$ cat config.mk
export PLATFORM = sky130hd
export DESIGN_NAME = fb_addr_seq
export DESIGN_NICKNAME = d
export VERILOG_FILES = /design/src/rtl/fbs_pkg.sv /design/src/rtl/fbs_addr_gen.sv /design/src/rtl/fbs_swap.sv /design/src/rtl/fbs_pix_sel.sv /design/src/rtl/fb_addr_seq.sv
export SDC_FILE = /design/constraint.sdc
export NUM_CORES = 1
export LEC_CHECK = 0
export CORE_MARGIN = 2
export CORE_UTILIZATION = 40
export CTS_CLUSTER_DIAMETER = 200
export DETAILED_ROUTE_END_ITERATION = 12
export HOLD_SLACK_MARGIN = 0.06
export PLACE_DENSITY = 0.59
export SLEW_MARGIN = 20
export SYNTH_ARGS = -nofsm -noshare
export SYNTH_HDL_FRONTEND = slang
export SYNTH_SLANG_ARGS = --single-unit
$ cat constraint.sdc
create_clock -name clk -period 13.05 [get_ports clk]
set_clock_uncertainty 0.05 [all_clocks]
set_input_delay 3.915 -clock clk [delete_from_list [all_inputs] [get_ports clk]]
set_output_delay 3.915 -clock clk [all_outputs]
set_load 0.01 [all_outputs]
$ cat src/rtl/fbs_pkg.sv
// Package fbs_pkg
// Shared state type and pixel format codes for the frame buffer sequencer.
// Assumes nothing beyond the parameter defaults used by the top module.
package fbs_pkg;

    typedef enum logic [1:0] {
        ST_IDLE  = 2'd0,
        ST_FETCH = 2'd1,
        ST_EMIT  = 2'd2
    } seq_state_t;

    localparam logic [3:0] MODE_BYTE_PIX = 4'b1011;
    localparam logic [3:0] MODE_HALF_PIX = 4'b1100;
    localparam logic [3:0] MODE_HALF_ALT = 4'b1110;

    // Only the 8 bpp code unpacks bytes; every other code unpacks half-words.
    function automatic logic is_byte_mode(input logic [3:0] code);
        return code == MODE_BYTE_PIX;
    endfunction

endpackage

$ cat src/rtl/fbs_addr_gen.sv
// Module fbs_addr_gen
// Holds the current half-word address inside the bank, steps it one word at
// a time across a line and jumps the inter-line gap at each line end. It
// computes the end address once at load and flags when the address reaches it.
// Assumes base, width and gap are even and width is at least 2.
module fbs_addr_gen #(
    parameter int LOW_W  = 21,
    parameter int SPAN_W = 11,
    parameter int LINE_W = 10
) (
    input  logic              clk,
    input  logic              rst_n,
    input  logic              load,
    input  logic              step,
    input  logic [LOW_W-1:0]  base_lo,
    input  logic [SPAN_W-1:0] page_width,
    input  logic [SPAN_W-1:0] gap_len,
    input  logic [LINE_W-1:0] line_last,
    output logic [LOW_W-1:0]  cur_lo,
    output logic              at_end
);
    localparam int PITCH_W = SPAN_W + 1;
    localparam int LINES_W = LINE_W + 1;
    localparam int PROD_W  = PITCH_W + LINES_W;

    logic [LOW_W-1:0]   cur_q, end_q;
    logic [SPAN_W-1:0]  col_q, width_q, gap_q;
    logic [PITCH_W-1:0] pitch;
    logic [LINES_W-1:0] lines;
    logic [PROD_W-1:0]  span_total;
    logic [LOW_W-1:0]   end_calc;
    logic               line_end;

    // End address from the live settings, used only on load.
    always_comb begin
        pitch      = {1'b0, page_width} + {1'b0, gap_len};
        lines      = {1'b0, line_last} + LINES_W'(1);
        span_total = PROD_W'(pitch) * PROD_W'(lines);
        end_calc   = base_lo + LOW_W'(span_total);
    end

    // The current word is the last one of its line.
    assign line_end = ({1'b0, col_q} + PITCH_W'(2)) >= {1'b0, width_q};

    // Address and column counters; the low field wraps modulo 2^LOW_W.
    always_ff @(posedge clk) begin
        if (!rst_n) begin
            cur_q   <= '0;
            end_q   <= '0;
            col_q   <= '0;
            width_q <= '0;
            gap_q   <= '0;
        end else if (load) begin
            cur_q   <= base_lo;
            end_q   <= end_calc;
            col_q   <= '0;
            width_q <= page_width;
            gap_q   <= gap_len;
        end else if (step) begin
            if (line_end) begin
                cur_q <= cur_q + LOW_W'(2) + LOW_W'(gap_q);
                col_q <= '0;
            end else begin
                cur_q <= cur_q + LOW_W'(2);
                col_q <= col_q + SPAN_W'(2);
            end
        end
    end

    assign cur_lo = cur_q;
    assign at_end = (cur_q == end_q);

endmodule

$ cat src/rtl/fbs_swap.sv
// Module fbs_swap
// Optional exchange of the two halves of a word, followed by optional
// reversal of the bytes inside each half. Purely combinational.
// Assumes DATA_W is a multiple of 16.
module fbs_swap #(
    parameter int DATA_W = 32
) (
    input  logic [DATA_W-1:0] din,
    input  logic              half_swap,
    input  logic              byte_swap,
    output logic [DATA_W-1:0] dout
);
    localparam int HALF_W = DATA_W / 2;
    localparam int BPH    = HALF_W / 8;

    logic [DATA_W-1:0] halved;

    // Stage one: exchange the upper and lower halves.
    assign halved = half_swap ? {din[HALF_W-1:0], din[DATA_W-1:HALF_W]} : din;

    // Stage two: mirror the byte order inside each half.
    for (genvar h = 0; h < 2; h++) begin : g_half
        for (genvar b = 0; b < BPH; b++) begin : g_byte
            assign dout[h*HALF_W + b*8 +: 8] = byte_swap
                ? halved[h*HALF_W + (BPH-1-b)*8 +: 8]
                : halved[h*HALF_W + b*8 +: 8];
        end
    end

endmodule

$ cat src/rtl/fbs_pix_sel.sv
// Module fbs_pix_sel
// Picks one pixel out of a held 32-bit word: a byte lane zero-extended in
// 8 bpp, or a half-word lane in 16 bpp. Lane 0 is the lowest address.
// Assumes a 32-bit word and a 16-bit pixel bus.
module fbs_pix_sel #(
    parameter int DATA_W = 32,
    parameter int PIX_W  = 16
) (
    input  logic [DATA_W-1:0] word,
    input  logic [1:0]        idx,
    input  logic              byte_mode,
    output logic [PIX_W-1:0]  pix
);
    logic [7:0]       byte_lane;
    logic [PIX_W-1:0] half_lane;

    // Lane selection for both formats, then format choice.
    always_comb begin
        byte_lane = word[{idx, 3'b000} +: 8];
        half_lane = word[{idx[0], 4'b0000} +: PIX_W];
        pix       = byte_mode ? {{(PIX_W-8){1'b0}}, byte_lane} : half_lane;
    end

endmodule

$ cat src/rtl/fb_addr_seq.sv
// Module fb_addr_seq
// Streams one frame: requests words in view/gap order, swaps and unpacks them
// into pixels, stops at the computed end address and waits for frame_start.
// Assumes rd_ack only while rd_req is high, even geometry and width >= 2.
module fb_addr_seq
    import fbs_pkg::*;
#(
    parameter int BANK_W = 7,
    parameter int LOW_W  = 21,
    parameter int SPAN_W = 11,
    parameter int LINE_W = 10,
    parameter int DATA_W = 32,
    parameter int PIX_W  = 16,
    localparam int ADDR_W = BANK_W + LOW_W
) (
    input  logic              clk,
    input  logic              rst_n,
    input  logic              frame_start,
    input  logic [BANK_W-1:0] bank_sel,
    input  logic [LOW_W-1:0]  base_lo,
    input  logic [SPAN_W-1:0] page_width,
    input  logic [SPAN_W-1:0] gap_len,
    input  logic [LINE_W-1:0] line_last,
    input  logic [3:0]        pix_mode,
    input  logic              swap_halves,
    input  logic              swap_bytes,
    output logic              rd_req,
    output logic [ADDR_W-1:0] rd_addr,
    input  logic              rd_ack,
    input  logic [DATA_W-1:0] rd_data,
    output logic              pix_valid,
    input  logic              pix_ready,
    output logic [PIX_W-1:0]  pix_data,
    output logic              frame_done
);
    seq_state_t        state_q;
    logic [BANK_W-1:0] bank_q;
    logic              byte_mode_q, hs_q, bs_q, done_q;
    logic [DATA_W-1:0] word_q, swapped;
    logic [1:0]        idx_q, last_idx;
    logic [LOW_W-1:0]  cur_lo;
    logic              at_end, load, step;

    assign load     = (state_q == ST_IDLE) && frame_start;
    assign step     = (state_q == ST_FETCH) && rd_ack;
    assign last_idx = byte_mode_q ? 2'd3 : 2'd1;

    fbs_addr_gen #(.LOW_W(LOW_W), .SPAN_W(SPAN_W), .LINE_W(LINE_W)) u_addr (
        .clk        (clk),
        .rst_n      (rst_n),
        .load       (load),
        .step       (step),
        .base_lo    (base_lo),
        .page_width (page_width),
        .gap_len    (gap_len),
        .line_last  (line_last),
        .cur_lo     (cur_lo),
        .at_end     (at_end)
    );

    fbs_swap #(.DATA_W(DATA_W)) u_swap (
        .din       (rd_data),
        .half_swap (hs_q),
        .byte_swap (bs_q),
        .dout      (swapped)
    );

    fbs_pix_sel #(.DATA_W(DATA_W), .PIX_W(PIX_W)) u_sel (
        .word      (word_q),
        .idx       (idx_q),
        .byte_mode (byte_mode_q),
        .pix       (pix_data)
    );

    // Frame control: capture settings, fetch a word, drain its pixels.
    always_ff @(posedge clk) begin
        if (!rst_n) begin
            state_q     <= ST_IDLE;
            bank_q      <= '0;
            byte_mode_q <= 1'b0;
            hs_q        <= 1'b0;
            bs_q        <= 1'b0;
            done_q      <= 1'b0;
            word_q      <= '0;
            idx_q       <= '0;
        end else begin
            unique case (state_q)
                ST_IDLE: begin
                    if (frame_start) begin
                        bank_q      <= bank_sel;
                        byte_mode_q <= is_byte_mode(pix_mode);
                        hs_q        <= swap_halves;
                        bs_q        <= swap_bytes;
                        done_q      <= 1'b0;
                        state_q     <= ST_FETCH;
                    end
                end
                ST_FETCH: begin
                    if (rd_ack) begin
                        word_q  <= swapped;
                        idx_q   <= '0;
                        state_q <= ST_EMIT;
                    end
                end
                ST_EMIT: begin
                    if (pix_ready) begin
                        if (idx_q == last_idx) begin
                            if (at_end) begin
                                state_q <= ST_IDLE;
                                done_q  <= 1'b1;
                            end else begin
                                state_q <= ST_FETCH;
                            end
                        end else begin
                            idx_q <= idx_q + 2'd1;
                        end
                    end
                end
                default: state_q <= ST_IDLE;
            endcase
        end
    end

    assign rd_req     = (state_q == ST_FETCH);
    assign rd_addr    = {bank_q, cur_lo};
    assign pix_valid  = (state_q == ST_EMIT);
    assign frame_done = done_q;

endmodule

# --- Yosys cells after proc, flatten, opt, wreduce, memory -nomap -nowiden ---
# Cells that the tools add are included.
totals:
  regBits: 122
  output_inout_bits: 47
  wordCells: 75
op_classes:
  addsub: 8
  multipliers: 1
  magnitude_cmp: 1
  eq_ne: 11
  shift: 2
  mux: 26
  bitwise_logic: 1
  reduce_logical: 12
ops:
  columns: ["cell", "n"]
  rows:
  - ["$mux 21", 3]
  - ["$mux 32", 1]
  - ["$mux 8", 4]
  - ["$shiftx 32x6->16", 1]
  - ["$shiftx 32x6->8", 1]
  - ["$add 21x11->21", 1]
  - ["$add 21x2->21 const B", 1]
  - ["$add 21x21->21", 1]
  - ["$eq 21x21->1", 1]
  - ["$mul 12x11->21", 1]
  - ["$mux 16", 1]
  - ["$mux 2", 8]
  - ["$add 11x11->12", 1]
  - ["$add 11x2->12 const B", 1]
  - ["$ge 12x11->1", 1]
  - ["$add 10x1->11 const B", 1]
  - ["$add 11x2->11 const B", 1]
  - ["$mux 11", 1]
  - ["$ne 2x1->1 const B", 4]
  - ["$reduce_and 4->1", 2]
  - ["$pmux 2 s3", 1]
  - ["$reduce_bool 2->1", 3]
  - ["$mux 1", 5]
  - ["$reduce_and 5->1", 1]
  - ["other kinds (13)", 16]

# --- Longest topological paths before layout ---
logic_depth:
  ltp_word: 5
  depth_mapped: 27

# --- Cells and area by module ---
# A second synthesis with hierarchy kept.
unflattened:
  cells_unflattened: 1534
  hier_area_um2: 12954.9
by_module_without_submodules:
  columns: ["module", "n_inst", "cells_per_inst", "area_per_inst_um2"]
  rows:
  - ["fbs_addr_gen", 1, 1217, 9924.5]
  - ["fb_addr_seq", 1, 214, 1726.7]
  - ["fbs_swap", 1, 40, 824.5]
  - ["fbs_pix_sel", 1, 63, 479.2]

# --- Worst setup path before layout ---
# OpenSTA, ideal clock, no wires.
synth_timing:
  path_type: "input to register"
  from: "in page_width[0]"
  to: "reg u_addr.end_q[20]"
  arrival_ns: 9.935
  path_slack_ns: 2.943
  path_stages: 23
  n_path_buf: 0
  cell_sequence: "ha_1 fa_1 a21oi_1 o2111ai_1 xor2_1 nand2_1 fa_1 fa_1 inv_1 fa_1 fa_1 inv_1 fa_1 inv_1 ha_1 and3_1 a221oi_1 o211ai_1 a221oi_1 a21oi_1 a211oi_1 xor2_1 o21ai_0"
synth_via:
  elab_chain_len: 3
synth_rtl:
  columns: ["element", "line", "rtl"]
  rows:
  - ["from (decl)", "fb_addr_seq.sv:21", "input logic [SPAN_W-1:0] page_width,"]
  - ["$add 11x11->12", "fbs_addr_gen.sv:36", "pitch = {1'b0, page_width} + {1'b0, gap_len};"]
  - ["$mul 12x11->21", "fbs_addr_gen.sv:38", "span_total = PROD_W'(pitch) * PROD_W'(lines);"]
  - ["$add 21x21->21", "fbs_addr_gen.sv:39", "end_calc = base_lo + LOW_W'(span_total);"]
  - ["to (signal assigned)", "fbs_addr_gen.sv:55", "end_q <= end_calc;"]
  - ["to (decl)", "fbs_addr_gen.sv:26", "logic [LOW_W-1:0] cur_q, end_q;"]
# Every way passes these cells.
# A chain may end at the register's enable or synchronous reset.

# --- Worst setup path in the final report ---
layout_timing:
  from: "in line_last[0]"
  to: "reg u_addr.end_q[20]"
layout_via:
  elab_chain_len: 3
layout_rtl:
  columns: ["element", "line", "rtl"]
  rows:
  - ["from (decl)", "fb_addr_seq.sv:23", "input logic [LINE_W-1:0] line_last,"]
  - ["$add 10x1->11", "fbs_addr_gen.sv:37", "lines = {1'b0, line_last} + LINES_W'(1);"]
  - ["$mul 12x11->21", "fbs_addr_gen.sv:38", null]
  - ["$add 21x21->21", "fbs_addr_gen.sv:39", null]
# Every way passes these cells.

==> out/results.tsv <==
stage	metric	value	unit
run_status	status	completed	
timing	fmax	87.0	MHz
routing	WL/cell	17.4	µm
routing	Via density	5.35	
place	dpl hpwl	27.9	mm
finish	Nets	1945	
timing	WHS	0.404	ns
die	initial core utilization	40.5	%
worst_setup_path	CP Max Fanout	14	
timing	Slew Viols, Final	0	
timing	RSZ-0062 raised after global routing	no	
timing	final worst path period share	88.1	%
logic_synthesis	flops & latches, synth	121	
routing	antenna-violating nets left	0	
logic_synthesis	Yosys Warn Count	0	
routing	DR pass1 iterations	5	
clock_tree	Num CTS Buffers	17	
finish	share of layout cells above drive strength 1	6.86	%
power	Leakage	6.30	nW
clock_tree	CTS Buffer Depth	2	
power	Final Power	3.74	mW
place	cell area after placement	0.0145	mm²
worst_setup_path	worst path arrival time	11.74	ns
logic_synthesis	area share of and/or/nand/nor cells after synthesis	19.3	%
finish	fill count	3046	
worst_setup_path	crit-path cells	clkdlybuf4s50_1 -> ha_1 -> nand3_1 -> nor2_1 -> nand3_1 -> xor2_1 -> nand2b_1 -> fa_1 -> fa_1 -> inv_1 -> fa_1 -> fa_1 -> inv_1 -> fa_1 -> inv_1 -> ha_1 -> and3_1 -> a221oi_1 -> o211ai_1 -> a221oi_1 -> a21oi_1 -> a211oi_1 -> xor2_1 -> o21ai_0	
finish	most common cell after layout, fill and taps aside	nand2_1	
die	# rows	65	
grt	initial antenna violation count	0	
place	PortBufs	149	
grt	first-pass GRT wire length	58.1	mm
clock_tree	Skew-Pair Late Insertion Delay	0.42	ns
timing	Slew HR	29.7	%
worst_setup_path	max incr delay on CP	0.80	ns
timing	final hold vios	0	
logic_synthesis	fraction of registers with async set/reset	0	%
die	num ports	150	
min_path	Worst Hold Class	reg -> reg	
worst_setup_path	crit path buf inv count	4	
logic_synthesis	post-synthesis instance total	1546	
logic_synthesis	compound-gate portion of the synthesized area	13.2	%
routing	Residual DRC	0	
logic_synthesis	largest family of logic cells by synthesized area	adder cells	
logic_synthesis	Synth Area in XOR/XNOR	7.01	%
logic_synthesis	distinct cell type count of the synthesized netlist	73	
finish	Inserted Diodes	0	
die	core area	0.0315	mm²
clock_tree	clock root buffer	clkbuf_16	
clock_tree	CTS H-tree lvls	4	
worst_setup_path	Required @ worst endpoint	13.29	ns
clock_tree	CTS tree	built	
worst_setup_path	CP Launch Type	input port	
finish	fin area	0.0151	mm²
logic_synthesis	Post-synth EDFFs	0	
grt	GRT overflow	0	
logic_synthesis	adder-cell share of the synthesized area	25.5	%
timing	Slew @ Worst Pin	1.05	ns
routing	total routed wirelength	35.9	mm
logic_synthesis	dominant synthesized flop cell	dfxtp_1	
clock_tree	post-CTS setup buffer count	0	
timing	final setup vio count	0	
place	GP Congestion	0.876	
routing	First DRT Iteration DRCs	674	
clock_tree	clock net sink count	121	
worst_setup_path	Crit path top cell by count	fa_1	
clock_tree	post-cts resize count	0	
worst_setup_path	CP Capture Type	flip-flop	
finish	P&R area growth vs syn	18.9	%
logic_synthesis	mux cell area share after synthesis	8.11	%
timing	fin crit period	11.50	ns
finish	commonest cells after routing, fill and taps aside	nand2_1 (269), inv_1 (177), clkdlybuf4s50_1 (149)	
finish	area of the multi-input gates	0.00934	mm²
logic_synthesis	Mapped Area	0.0127	mm²
worst_setup_path	Worst Path Class, Setup	in -> reg	
routing	routed vias	11000	
logic_synthesis	Seq/Total Area, Yosys	19.0	%
logic_synthesis	Syn Nets	1843	
clock_tree	# hold bufs at CTS	0	
clock_tree	clock slew at reported path FFs	0.06	ns
worst_setup_path	CP delay by family, top	adder cells	
grt	vias in the first global route	11000	
power	Peak VDD IR	0.342	mV
grt	gr usage total	22.1	%
logic_synthesis	Syn Area/Cell	8.24	µm²
finish	Reg area	0.00242	mm²
timing	setup TNS	0	ns
die	die width	182	µm
die	Die Y	182	µm
flow_run	max cap viols	0	
worst_setup_path	slowest cell on the critical path	clkdlybuf4s50_1	
finish	final core utilization	48.1	%
grt	largest net degree at the start of global routing	96	
die	area of the die	0.0333	mm²
power	Pwr Density	247	mW/mm²
[path summary, 6_finish.rpt]
kind                                 from                            end  slack (ns)  cells past startpoint
min                word_q[2]$_SDFFE_PN0P_         word_q[2]$_SDFFE_PN0P_        0.40                      2
min reg2reg        word_q[2]$_SDFFE_PN0P_         word_q[2]$_SDFFE_PN0P_        0.40                      2
max reg2reg  u_addr.col_q[1]$_SDFFE_PP0P_  u_addr.cur_lo[8]$_SDFFE_PN0P_        9.12                     14
max                          line_last[0]  u_addr.end_q[20]$_SDFFE_PN0P_        1.55                     24
[area by class of cell]
cell class,count,area share (%)
timing repair buffer,163,10.5
clock inverter,14,1.13
sequential,121,16.0
inverter,178,4.42
clock buffer,18,2.90
tap,402,3.32
multi-input combinational,1167,61.7
[cells by family (layout without fill, tap and decap cells)]
family / Yosys count / count (layout)
buffers and inverters: 258 / 373
XOR/XNOR: 102 / 102
adder cells (fa/ha/maj): 194 / 194
multiplexers: 63 / 63
AO/OA/AOI/OAI: 274 / 274
flip-flops: 121 / 121
AND/OR/NAND/NOR: 534 / 534
[stage by stage]
stage	instances	worst slack [ns]
floorplan	1546	2.94
global placement	2031	1.44
detailed placement	2031	1.20
CTS	2063	1.63
global route	2063	0.935
finish	2063	1.55
[Yosys cell counts (6+ instances only)]
cell,count,share of area [%]
mux2i_1,29,2.3
xnor2_1,66,4.5
and2_1,13,0.64
or2_2,8,0.39
fa_1,110,17
buf_1,12,0.35
xor2_1,36,2.5
nand2_1,271,8.0
nand4_1,9,0.44
nand3b_1,8,0.47
a21o_1,8,0.47
or3_1,7,0.34
mux4_2,32,5.7
and3_1,16,0.79
inv_1,178,5.2
nand3_1,29,1.1
a22oi_1,16,0.94
ha_1,84,8.3
o211ai_1,17,1.0
o21ai_0,41,1.6
buf_2,9,0.35
a211oi_1,8,0.47
a21oi_1,127,5.0
nand2b_1,18,0.88
nor2b_1,19,0.93
nor3_1,14,0.55
o21a_1,6,0.35
nor2_1,100,2.9
a31oi_1,7,0.34
clkbuf_1,54,1.6
dfxtp_1,121,19
[tightest hold or removal path, stage by stage (launching register included)]
cell     delay [ns]
dfxtp_1        0.31
nand2_1        0.05
a21oi_1        0.05
[registers in the layout (all words and copies together) (netlist names)]
name / flops
u_addr.gap_q: 11
idx_q: 2
frame_done: 1
u_addr.end_q: 21
u_addr.col_q: 10
u_addr.cur_lo: 21
u_addr.width_q: 11
byte_mode_q: 1
hs_q: 1
word_q: 32
bank_q: 7
bs_q: 1
state_q: 2
[per-layer routing]
metal	global-route usage [%]	share of wire, %
met4	7.55	3.0
met3	3.67	5.5
met1	30.4	46
met2	35.5	45
met5	0	0
[where the power goes]
part | leakage [nW] | internal [mW] | switching [mW]
registers | 0.989 | 0.416 | 0.0485
logic | 5.03 | 1.24 | 1.55
clock network | 0.281 | 0.306 | 0.181
Power figures use the tool's default switching activity.
